[config.mk]
export PLATFORM = sky130hd
export DESIGN_NAME = ext_bus_seq
export DESIGN_NICKNAME = d
export VERILOG_FILES = /design/src/rtl/ebs_pkg.sv /design/src/rtl/ebs_zone_cfg.sv /design/src/rtl/ebs_seq.sv /design/src/rtl/ebs_pad_drive.sv /design/src/rtl/ext_bus_seq.sv
export SDC_FILE = /design/constraint.sdc
export NUM_CORES = 1
export LEC_CHECK = 0
export BUFFER_PORTS_ARGS = -buffer_cell sky130_fd_sc_hd__buf_2
export CAP_MARGIN = 20
export CORE_UTILIZATION = 48
export DETAILED_ROUTE_END_ITERATION = 10
export PLACE_DENSITY = 0.76
export SLEW_MARGIN = 10
export SYNTH_ARGS = -nofsm -noshare
export SYNTH_HDL_FRONTEND = slang
export SYNTH_SLANG_ARGS = --single-unit
export TNS_END_PERCENT = 1
[constraint.sdc]
create_clock -name clk -period 1.95 [get_ports clk]
set_input_delay 0.2925 -clock clk [delete_from_list [all_inputs] [get_ports clk]]
set_output_delay 0.2925 -clock clk [all_outputs]
set_load 0.01 [all_outputs]
[src/rtl/ebs_pkg.sv]
package ebs_pkg;

   typedef enum logic [2:0] {
      ST_IDLE,
      ST_GAP,
      ST_LEAD,
      ST_ACTIVE,
      ST_TRAIL,
      ST_DONE
   } seq_state_e;

   localparam logic [1:0] SIZE_WIDE   = 2'b01;
   localparam logic [1:0] SIZE_NARROW = 2'b11;

   function automatic logic size_is_wide(input logic [1:0] code);
      return code == SIZE_WIDE;
   endfunction

endpackage

[src/rtl/ebs_zone_cfg.sv]
module ebs_zone_cfg #(
   parameter int NUM_ZONES = 4,
   parameter int ZW        = 2,
   parameter int PH_W      = 3,
   parameter int GAP_W     = 3
) (
   input  logic                              clk,
   input  logic                              rst_n,
   input  logic                              cfg_we,
   input  logic [ZW-1:0]                     cfg_zone,
   input  logic [1:0]                        cfg_size,
   input  logic [PH_W-1:0]                   cfg_lead,
   input  logic [PH_W-1:0]                   cfg_active,
   input  logic [PH_W-1:0]                   cfg_trail,
   input  logic                              cfg_bank_we,
   input  logic                              cfg_bank_en,
   input  logic [GAP_W-1:0]                  cfg_bank_gap,
   output logic [NUM_ZONES-1:0]              zone_wide,
   output logic [NUM_ZONES-1:0][PH_W-1:0]    zone_lead,
   output logic [NUM_ZONES-1:0][PH_W-1:0]    zone_act,
   output logic [NUM_ZONES-1:0][PH_W-1:0]    zone_trail,
   output logic                              bank_en,
   output logic [GAP_W-1:0]                  bank_gap
);
   import ebs_pkg::*;

   for (genvar z = 0; z < NUM_ZONES; z++) begin : g_zone
      logic [1:0]      size_q;
      logic [PH_W-1:0] lead_q, act_q, trail_q;
      logic            hit;

      assign hit = cfg_we && (cfg_zone == ZW'(z));

      always_ff @(posedge clk or negedge rst_n) begin
         if (!rst_n) begin
            size_q  <= SIZE_NARROW;
            lead_q  <= '0;
            act_q   <= '0;
            trail_q <= '0;
         end else if (hit) begin
            size_q  <= cfg_size;
            lead_q  <= cfg_lead;
            act_q   <= cfg_active;
            trail_q <= cfg_trail;
         end
      end

      assign zone_wide[z]  = size_is_wide(size_q);
      assign zone_lead[z]  = lead_q;
      assign zone_act[z]   = act_q;
      assign zone_trail[z] = trail_q;
   end

   always_ff @(posedge clk or negedge rst_n) begin
      if (!rst_n) begin
         bank_en  <= 1'b0;
         bank_gap <= '0;
      end else if (cfg_bank_we) begin
         bank_en  <= cfg_bank_en;
         bank_gap <= cfg_bank_gap;
      end
   end

endmodule

[src/rtl/ebs_seq.sv]
module ebs_seq #(
   parameter int NUM_ZONES = 4,
   parameter int ZW        = 2,
   parameter int ADDR_W    = 16,
   parameter int DATA_W    = 32,
   parameter int PH_W      = 3,
   parameter int GAP_W     = 3
) (
   input  logic                              clk,
   input  logic                              rst_n,
   input  logic                              req_valid,
   input  logic                              req_write,
   input  logic [ZW-1:0]                     req_zone,
   input  logic [ADDR_W-1:0]                 req_addr,
   input  logic [DATA_W-1:0]                 req_wdata,
   output logic                              req_ready,
   input  logic [NUM_ZONES-1:0]              zone_wide,
   input  logic [NUM_ZONES-1:0][PH_W-1:0]    zone_lead,
   input  logic [NUM_ZONES-1:0][PH_W-1:0]    zone_act,
   input  logic [NUM_ZONES-1:0][PH_W-1:0]    zone_trail,
   input  logic                              bank_en,
   input  logic [GAP_W-1:0]                  bank_gap,
   input  logic [DATA_W-1:0]                 ext_din,
   output ebs_pkg::seq_state_e               state_d,
   output logic [ZW-1:0]                     nx_zone,
   output logic                              nx_write,
   output logic                              nx_wide,
   output logic [ADDR_W-1:0]                 nx_addr,
   output logic [DATA_W-1:0]                 nx_wdata,
   output logic                              acc_wide,
   output logic                              acc_write,
   output logic                              rsp_done,
   output logic [DATA_W-1:0]                 rsp_rdata
);
   import ebs_pkg::*;

   localparam int CNT_W  = (PH_W > GAP_W) ? PH_W : GAP_W;
   localparam int HALF_W = DATA_W / 2;

   seq_state_e          state_q;
   logic [CNT_W-1:0]    cnt_q, cnt_d;
   logic                accept, rd_load, need_gap;
   logic [ZW-1:0]       zone_q, last_zone_q;
   logic                last_vld_q, write_q, wide_q;
   logic [ADDR_W-1:0]   addr_q;
   logic [DATA_W-1:0]   wdata_q;
   logic [PH_W-1:0]     lead_q, act_q, trail_q;
   logic [PH_W-1:0]     req_lead_e, req_act_e, req_trail_e;
   logic                req_wide;

   // effective phase lengths of the requested zone
   always_comb begin
      req_wide    = zone_wide[req_zone];
      req_lead_e  = (zone_lead[req_zone] == '0) ? PH_W'(1) : zone_lead[req_zone];
      req_act_e   = (zone_act[req_zone] == '0) ? PH_W'(1) : zone_act[req_zone];
      req_trail_e = zone_trail[req_zone];
      if (req_trail_e == '0 && req_wide && req_write) req_trail_e = PH_W'(1);
      need_gap    = bank_en && last_vld_q && (req_zone != last_zone_q) && (bank_gap != '0);
   end

   assign req_ready = (state_q == ST_IDLE);

   always_comb begin
      state_d = state_q;
      cnt_d   = cnt_q;
      accept  = 1'b0;
      rd_load = 1'b0;
      case (state_q)
         ST_IDLE: begin
            if (req_valid) begin
               accept = 1'b1;
               if (need_gap) begin
                  state_d = ST_GAP;
                  cnt_d   = CNT_W'(bank_gap - 1'b1);
               end else begin
                  state_d = ST_LEAD;
                  cnt_d   = CNT_W'(req_lead_e - 1'b1);
               end
            end
         end
         ST_GAP: begin
            if (cnt_q == '0) begin
               state_d = ST_LEAD;
               cnt_d   = CNT_W'(lead_q - 1'b1);
            end else begin
               cnt_d = cnt_q - 1'b1;
            end
         end
         ST_LEAD: begin
            if (cnt_q == '0) begin
               state_d = ST_ACTIVE;
               cnt_d   = CNT_W'(act_q - 1'b1);
            end else begin
               cnt_d = cnt_q - 1'b1;
            end
         end
         ST_ACTIVE: begin
            if (cnt_q == '0) begin
               rd_load = !write_q;
               if (trail_q != '0) begin
                  state_d = ST_TRAIL;
                  cnt_d   = CNT_W'(trail_q - 1'b1);
               end else begin
                  state_d = ST_DONE;
               end
            end else begin
               cnt_d = cnt_q - 1'b1;
            end
         end
         ST_TRAIL: begin
            if (cnt_q == '0) state_d = ST_DONE;
            else             cnt_d   = cnt_q - 1'b1;
         end
         ST_DONE: state_d = ST_IDLE;
         default: state_d = ST_IDLE;
      endcase
   end

   always_ff @(posedge clk or negedge rst_n) begin
      if (!rst_n) begin
         state_q     <= ST_IDLE;
         cnt_q       <= '0;
         zone_q      <= '0;
         write_q     <= 1'b0;
         wide_q      <= 1'b0;
         addr_q      <= '0;
         wdata_q     <= '0;
         lead_q      <= PH_W'(1);
         act_q       <= PH_W'(1);
         trail_q     <= '0;
         last_zone_q <= '0;
         last_vld_q  <= 1'b0;
         rsp_done    <= 1'b0;
         rsp_rdata   <= '0;
      end else begin
         state_q  <= state_d;
         cnt_q    <= cnt_d;
         rsp_done <= (state_d == ST_DONE);
         if (accept) begin
            zone_q      <= req_zone;
            write_q     <= req_write;
            wide_q      <= req_wide;
            addr_q      <= req_addr;
            wdata_q     <= req_wdata;
            lead_q      <= req_lead_e;
            act_q       <= req_act_e;
            trail_q     <= req_trail_e;
            last_zone_q <= req_zone;
            last_vld_q  <= 1'b1;
         end
         if (rd_load) begin
            rsp_rdata <= wide_q ? ext_din : {{(DATA_W-HALF_W){1'b0}}, ext_din[HALF_W-1:0]};
         end
      end
   end

   assign nx_zone   = accept ? req_zone  : zone_q;
   assign nx_write  = accept ? req_write : write_q;
   assign nx_wide   = accept ? req_wide  : wide_q;
   assign nx_addr   = accept ? req_addr  : addr_q;
   assign nx_wdata  = accept ? req_wdata : wdata_q;
   assign acc_wide  = wide_q;
   assign acc_write = write_q;

   assert_gap_needs_bank_R7: assert property (@(posedge clk) disable iff (!rst_n)
      (state_q == ST_GAP) |-> bank_en);

   assert_take_then_busy_R8: assert property (@(posedge clk) disable iff (!rst_n)
      (req_valid && req_ready) |=> !req_ready);

endmodule

[src/rtl/ebs_pad_drive.sv]
module ebs_pad_drive #(
   parameter int NUM_ZONES = 4,
   parameter int ZW        = 2,
   parameter int ADDR_W    = 16,
   parameter int DATA_W    = 32
) (
   input  logic                    clk,
   input  logic                    rst_n,
   input  ebs_pkg::seq_state_e     state_d,
   input  logic [ZW-1:0]           nx_zone,
   input  logic                    nx_write,
   input  logic                    nx_wide,
   input  logic [ADDR_W-1:0]       nx_addr,
   input  logic [DATA_W-1:0]       nx_wdata,
   output logic [NUM_ZONES-1:0]    ext_cs_n,
   output logic [ADDR_W-2:0]       ext_addr,
   output logic                    ext_shared,
   output logic                    ext_rd_n,
   output logic                    ext_we_n,
   output logic [DATA_W-1:0]       ext_dout,
   output logic                    ext_doe
);
   import ebs_pkg::*;

   localparam int HALF_W = DATA_W / 2;

   logic in_acc, strobe, shared_d;

   always_comb begin
      in_acc   = (state_d == ST_LEAD) || (state_d == ST_ACTIVE) || (state_d == ST_TRAIL);
      strobe   = (state_d == ST_ACTIVE);
      // parked high whenever no zone is selected
      if (!in_acc)      shared_d = 1'b1;
      else if (nx_wide) shared_d = !(strobe && nx_write);
      else              shared_d = nx_addr[0];
   end

   for (genvar z = 0; z < NUM_ZONES; z++) begin : g_cs
      always_ff @(posedge clk or negedge rst_n) begin
         if (!rst_n) ext_cs_n[z] <= 1'b1;
         else        ext_cs_n[z] <= !(in_acc && (nx_zone == ZW'(z)));
      end
   end

   for (genvar l = 0; l < 2; l++) begin : g_lane
      always_ff @(posedge clk or negedge rst_n) begin
         if (!rst_n) begin
            ext_dout[l*HALF_W +: HALF_W] <= '0;
         end else if (l == 0) begin
            ext_dout[l*HALF_W +: HALF_W] <= nx_wdata[l*HALF_W +: HALF_W];
         end else begin
            ext_dout[l*HALF_W +: HALF_W] <= nx_wide ? nx_wdata[l*HALF_W +: HALF_W] : '0;
         end
      end
   end

   always_ff @(posedge clk or negedge rst_n) begin
      if (!rst_n) begin
         ext_addr   <= '0;
         ext_shared <= 1'b1;
         ext_rd_n   <= 1'b1;
         ext_we_n   <= 1'b1;
         ext_doe    <= 1'b0;
      end else begin
         ext_addr   <= nx_addr[ADDR_W-1:1];
         ext_shared <= shared_d;
         ext_rd_n   <= !(strobe && !nx_write);
         ext_we_n   <= !(strobe && nx_write);
         ext_doe    <= in_acc && nx_write;
      end
   end

endmodule

[src/rtl/ext_bus_seq.sv]
module ext_bus_seq #(
   parameter int NUM_ZONES = 4,
   parameter int ADDR_W    = 16,
   parameter int DATA_W    = 32,
   parameter int PH_W      = 3,
   parameter int GAP_W     = 3,
   localparam int ZW       = $clog2(NUM_ZONES)
) (
   input  logic                   clk,
   input  logic                   rst_n,
   input  logic                   cfg_we,
   input  logic [ZW-1:0]          cfg_zone,
   input  logic [1:0]             cfg_size,
   input  logic [PH_W-1:0]        cfg_lead,
   input  logic [PH_W-1:0]        cfg_active,
   input  logic [PH_W-1:0]        cfg_trail,
   input  logic                   cfg_bank_we,
   input  logic                   cfg_bank_en,
   input  logic [GAP_W-1:0]       cfg_bank_gap,
   input  logic                   req_valid,
   output logic                   req_ready,
   input  logic                   req_write,
   input  logic [ZW-1:0]          req_zone,
   input  logic [ADDR_W-1:0]      req_addr,
   input  logic [DATA_W-1:0]      req_wdata,
   output logic                   rsp_done,
   output logic [DATA_W-1:0]      rsp_rdata,
   output logic [NUM_ZONES-1:0]   ext_cs_n,
   output logic [ADDR_W-2:0]      ext_addr,
   output logic                   ext_shared,
   output logic                   ext_rd_n,
   output logic                   ext_we_n,
   output logic [DATA_W-1:0]      ext_dout,
   output logic                   ext_doe,
   input  logic [DATA_W-1:0]      ext_din
);
   import ebs_pkg::*;

   if (NUM_ZONES < 2 || (1 << ZW) != NUM_ZONES) begin : g_bad_zones
      $error("NUM_ZONES must be a power of two, at least 2");
   end
   if (DATA_W < 2 || (DATA_W % 2) != 0) begin : g_bad_data
      $error("DATA_W must be even");
   end
   if (ADDR_W < 2 || PH_W < 1 || GAP_W < 1) begin : g_bad_width
      $error("ADDR_W must be at least 2, phase and gap widths at least 1");
   end

   logic [NUM_ZONES-1:0]           zone_wide;
   logic [NUM_ZONES-1:0][PH_W-1:0] zone_lead, zone_act, zone_trail;
   logic                           bank_en;
   logic [GAP_W-1:0]               bank_gap;
   seq_state_e                     state_d;
   logic [ZW-1:0]                  nx_zone;
   logic                           nx_write, nx_wide, acc_wide, acc_write;
   logic [ADDR_W-1:0]              nx_addr;
   logic [DATA_W-1:0]              nx_wdata;

   ebs_zone_cfg #(
      .NUM_ZONES(NUM_ZONES), .ZW(ZW), .PH_W(PH_W), .GAP_W(GAP_W)
   ) u_cfg (
      .clk(clk), .rst_n(rst_n),
      .cfg_we(cfg_we), .cfg_zone(cfg_zone), .cfg_size(cfg_size),
      .cfg_lead(cfg_lead), .cfg_active(cfg_active), .cfg_trail(cfg_trail),
      .cfg_bank_we(cfg_bank_we), .cfg_bank_en(cfg_bank_en), .cfg_bank_gap(cfg_bank_gap),
      .zone_wide(zone_wide), .zone_lead(zone_lead), .zone_act(zone_act),
      .zone_trail(zone_trail), .bank_en(bank_en), .bank_gap(bank_gap)
   );

   ebs_seq #(
      .NUM_ZONES(NUM_ZONES), .ZW(ZW), .ADDR_W(ADDR_W), .DATA_W(DATA_W),
      .PH_W(PH_W), .GAP_W(GAP_W)
   ) u_seq (
      .clk(clk), .rst_n(rst_n),
      .req_valid(req_valid), .req_write(req_write), .req_zone(req_zone),
      .req_addr(req_addr), .req_wdata(req_wdata), .req_ready(req_ready),
      .zone_wide(zone_wide), .zone_lead(zone_lead), .zone_act(zone_act),
      .zone_trail(zone_trail), .bank_en(bank_en), .bank_gap(bank_gap),
      .ext_din(ext_din), .state_d(state_d), .nx_zone(nx_zone),
      .nx_write(nx_write), .nx_wide(nx_wide), .nx_addr(nx_addr),
      .nx_wdata(nx_wdata), .acc_wide(acc_wide), .acc_write(acc_write),
      .rsp_done(rsp_done), .rsp_rdata(rsp_rdata)
   );

   ebs_pad_drive #(
      .NUM_ZONES(NUM_ZONES), .ZW(ZW), .ADDR_W(ADDR_W), .DATA_W(DATA_W)
   ) u_pads (
      .clk(clk), .rst_n(rst_n), .state_d(state_d), .nx_zone(nx_zone),
      .nx_write(nx_write), .nx_wide(nx_wide), .nx_addr(nx_addr),
      .nx_wdata(nx_wdata), .ext_cs_n(ext_cs_n), .ext_addr(ext_addr),
      .ext_shared(ext_shared), .ext_rd_n(ext_rd_n), .ext_we_n(ext_we_n),
      .ext_dout(ext_dout), .ext_doe(ext_doe)
   );

   assert_cs_onehot_R11: assert property (@(posedge clk) disable iff (!rst_n)
      $onehot0(~ext_cs_n));

   assert_no_false_strobe_R11: assert property (@(posedge clk) disable iff (!rst_n)
      ($fell(ext_shared) && acc_wide && !(&ext_cs_n)) |-> !ext_we_n);

   assert_quiet_pins_R4: assert property (@(posedge clk) disable iff (!rst_n)
      (&ext_cs_n) |-> (ext_shared && ext_rd_n && ext_we_n && !ext_doe));

   assert_strobe_inside_cs_R5: assert property (@(posedge clk) disable iff (!rst_n)
      (!ext_rd_n || !ext_we_n) |-> !(&ext_cs_n));

   assert_wide_write_trail_R6: assert property (@(posedge clk) disable iff (!rst_n)
      ($rose(ext_we_n) && acc_wide && acc_write) |-> !(&ext_cs_n));

   assert_done_single_R8: assert property (@(posedge clk) disable iff (!rst_n)
      rsp_done |=> !rsp_done);

endmodule

==> impl_results.md <==
* Share of layout cells above drive strength 1 at ~42%
* Post-synth top area cell: dfrtp_1
* PD cells at roughly 1500 mW/mm²
* DRT Pass-1 Iters at 4
* Die area at 0.0160 mm²
* Reg2reg setup slack at 0.05 ns
* Post-route clock period utilization at a little over nine tenths
* Most common cell in the netlist: nand2_1
* Final hold slack at ~0.057 ns
* First-pass GRT wire length at 26000 µm
* Worst-margin pin slew at 0.609 ns
* Clk_skew at 0.0106 ns
* LEAKAGE at around 0.0047 µW
* Arrival time worst endpoint at ~2.2 ns
* Unique cell type count in the Yosys netlist at 47
* Worst EP required at between 2 and 2.5 ns
* Average cell area after synthesis at between 10 and 15 µm²
* Core ar. at between 0.015 and 0.02 mm²
* Met1 WL at 6530 µm
* Root Driver: clkbuf_16
* CP Launch Type: register
* Most common flop cell mapped by yosys: dfrtp_1
* Worst Hold Class: input pin to register
* Die height at about 130 µm
* Drt initial violations at between 200 and 250
* #FFs+latches synth at approximately 180
* Synthesized Nets at 785
* Final setup viols at 0
* Clock sink count at between 150 and 200
* Gr usage total at between 20% and 30%
* Final Hold Viols at 0
* Run status: finished clean
* Worst path slowest cell: mux4_2
* IO Pins at a little under 200
* Max Used Layer: met5
* Synth top area share at a little over half
* Post-synth ARST share at 100%
* TritonCTS Buffers at 17
* Synthesized area at 0.00746 mm²
* CP delay by family, top: multiplexers
* Nets at approximately 1000
* Buffers & Inverters on Critical Path at 2
* Port-buffer cells at just under 200
* Seq/Total Area, Yosys at about three fifths
* Max incr delay on CP at roughly 0.52 ns
* CTS tree: done
* Worst skew pair latency at ~0.43 ns
* Horiz. Die Dim at about 130 µm
* Crit path top cell by count: buf_4
* Vias at about 5400
* Crit path time final at between 1.5 and 2 ns
* Fin. max-slew vios at 0
* Largest net degree at the start of global routing at 64
* Synthesized instance count at 673
* Final Cell Area at between 0.009 and 0.01 mm²
* GP Congestion at 0.802
* Longest Clk Path Bufs at 2
* WL met2 at 8000 µm
* Worst path cell trace: mux4_2, o21bai_4, mux2i_1, buf_4, buf_4, a221oi_1, a21oi_1
* Max-Cap Viols at 0
* Routed wire length at 15600 µm
* Element type at the critical path end: register
* Vias in the first global route at 5505
* Met3 routed WL at 944 µm
* Worst Setup Path Type: register to register
* # DRC at 0
* YS warnings at 0
* Synth top cells by count: nand2_1 (209), dfrtp_1 (158), mux2_2 (64), buf_4 (31), o21ai_0 (27)
* Antenna Nets Post-Route at 0
* P&R area growth vs syn at 23.8%
* Wirelength per Cell at around 15 µm
* Clk slew on worst S/H paths at about 0.060 ns
* VDD IR max at about 0.00078 V
* Num rows at 45
* Initial core utilization at around half
* Post-DP Area at 0.00861 mm²
* Slew HR at about 59%
* GRT overflow at 0
* Placed wire-length estimate at ~11000 µm
* Initial antenna violation count at 2
* Crit path max fanout at 2
* RSZ-0062 raised after global routing: yes
* EDFF count, synth at 0
* Vias per cell at just over 5
* CTS H-tree lvls at 4
* Fmax at around 530 MHz
* Synth top area cells: dfrtp_1 (53%), nand2_1 (11%), mux2_2 (9.7%)
==> registers in the layout, summed over array words and instances, names as in the netlist, 4 cells and up <==
register,flops
u_pads.ext_dout,31
u_pads.ext_addr,15
u_cfg.g_zone.act_q,12
u_cfg.g_zone.lead_q,12
u_seq.wdata_q,17
u_pads.ext_cs_n,4
u_cfg.g_zone.trail_q,12
u_seq.rsp_rdata,32
u_cfg.g_zone.size_q,8
==> worst reg2reg max path, stage by stage (launching register included) <==
cell,delay (ns)
dfrtp_1,0.38
mux4_2,0.52
o21bai_4,0.16
mux2i_1,0.11
buf_4,0.15
buf_4,0.12
a221oi_1,0.25
a21oi_1,0.10
==> stage by stage <==
stage | instances | total power (µW) | setup slack [ns] | util (%) | setup TNS (ns)
after floorplan | 673 | 9070 | 0.0700 | - | 0
after global placement | 1028 | 10400 | -0.0557 | 56.6 | -0.0557
after detailed placement | 1028 | 10600 | -0.115 | 56.6 | -0.150
after CTS | 1064 | 13800 | 0.0288 | 60.6 | 0
after global routing | 1065 | 14700 | -0.0370 | 60.8 | -0.0932
final | 1066 | 13700 | 0.0520 | 60.8 | 0
==> final timing paths <==
path                                                   end                                  start  depth (start not counted)
max                             u_seq.cnt_q[0]$_DFFE_PN0P_  u_cfg.g_zone[3].lead_q[2]$_DFFE_PN0P_                          7
min                        u_pads.ext_dout[13]$_DFFE_PN0P_                          req_wdata[13]                          3
max reg2reg                     u_seq.cnt_q[0]$_DFFE_PN0P_  u_cfg.g_zone[3].lead_q[2]$_DFFE_PN0P_                          7
min reg2reg                   u_seq.last_vld_q$_DFFE_PN0P_           u_seq.last_vld_q$_DFFE_PN0P_                          1
max in group asynchronous    u_pads.ext_dout[29]$_DFF_PN0_                                  rst_n                          3
min in group asynchronous   u_pads.ext_dout[3]$_DFFE_PN0P_                                  rst_n                          2
==> layout make-up <==
class	instances	area, µm²
tap	188	235
fill	1259	5960
antenna	1	2.50
clock buffer	20	437
clock inverter	12	114
inverter	17	63.8
sequential	175	4400
timing repair buffer	237	1360
multi-input combinational	416	2630
==> cell families (layout without fill, tap and decap cells) <==
| family | after synthesis | in the layout | synth area share, % |
|---|---|---|---|
| DFF | 175 | 175 | 59.0 |
| buffers and inverters | 82 | 286 | 6.15 |
| adders and majority gates | 7 | 7 | 1.17 |
| and+or+nand+nor | 249 | 249 | 13.7 |
| other | 0 | 1 | 0 |
| muxes | 78 | 78 | 13.2 |
| AOI/OAI and AO/OA | 76 | 76 | 6.05 |
| xor gates and xnor gates | 6 | 6 | 0.704 |
==> placed cells by master (no fill, tap or decap), types with 2 or more instances in the layout <==
| cell type | Yosys | routed |
|---|---|---|
| o21a_1 | 2 | 2 |
| nand2_1 | 209 | 209 |
| a21oi_1 | 24 | 23 |
| nor2b_1 | 5 | 5 |
| o21ai_0 | 27 | 26 |
| buf_4 | 31 | 38 |
| nor3b_1 | 2 | 2 |
| nand3b_1 | 3 | 3 |
| a21oi_2 | 1 | 2 |
| xor2_1 | 4 | 4 |
| dfstp_2 | 17 | 17 |
| a21boi_0 | 2 | 2 |
| clkbuf_16 | 0 | 17 |
| clkinvlp_4 | 0 | 4 |
| mux2i_1 | 4 | 4 |
| buf_12 | 0 | 3 |
| a31oi_1 | 2 | 2 |
| o22ai_1 | 2 | 2 |
| o311ai_0 | 2 | 2 |
| clkbuf_1 | 24 | 3 |
| buf_2 | 4 | 191 |
| o31ai_1 | 2 | 2 |
| clkinv_2 | 0 | 2 |
| xnor2_1 | 2 | 2 |
| mux2_2 | 64 | 64 |
| ha_1 | 7 | 7 |
| and2_1 | 3 | 3 |
| nor2_1 | 9 | 9 |
| buf_6 | 4 | 4 |
| clkinv_4 | 0 | 4 |
| dfrtp_1 | 158 | 157 |
| nand3_1 | 4 | 4 |
| o211ai_1 | 3 | 3 |
| nand2b_1 | 7 | 7 |
| mux4_2 | 10 | 10 |
| inv_1 | 17 | 17 |
==> routing by layer <==
layer / global-route usage [%] / vias up
li1: - / 2595
met1: 24.1 / 2606
met2: 37.2 / 146
met3: 6.20 / 14
met4: 6.23 / 2
met5: 0 / -
==> power by group <==
group	switching, µW	internal (µW)	total, µW	leakage [µW]
clock	1380	1760	3140	0.000257
combinational	2750	2230	4980	0.00230
sequential	564	5040	5600	0.00213
total	4690	9030	13700	0.00470
==> what timing repair did <==
item                       4_1_cts  5_1_grt
cloned                           0        0
setup endpoints to repair        1       15
hold endpoints to repair        39        0
gates resized for setup          4        6
hold buffers                     1        0
pin swaps                        1        2
setup buffers                    4        1
Note: power is estimated with default switching activity, not from simulation.
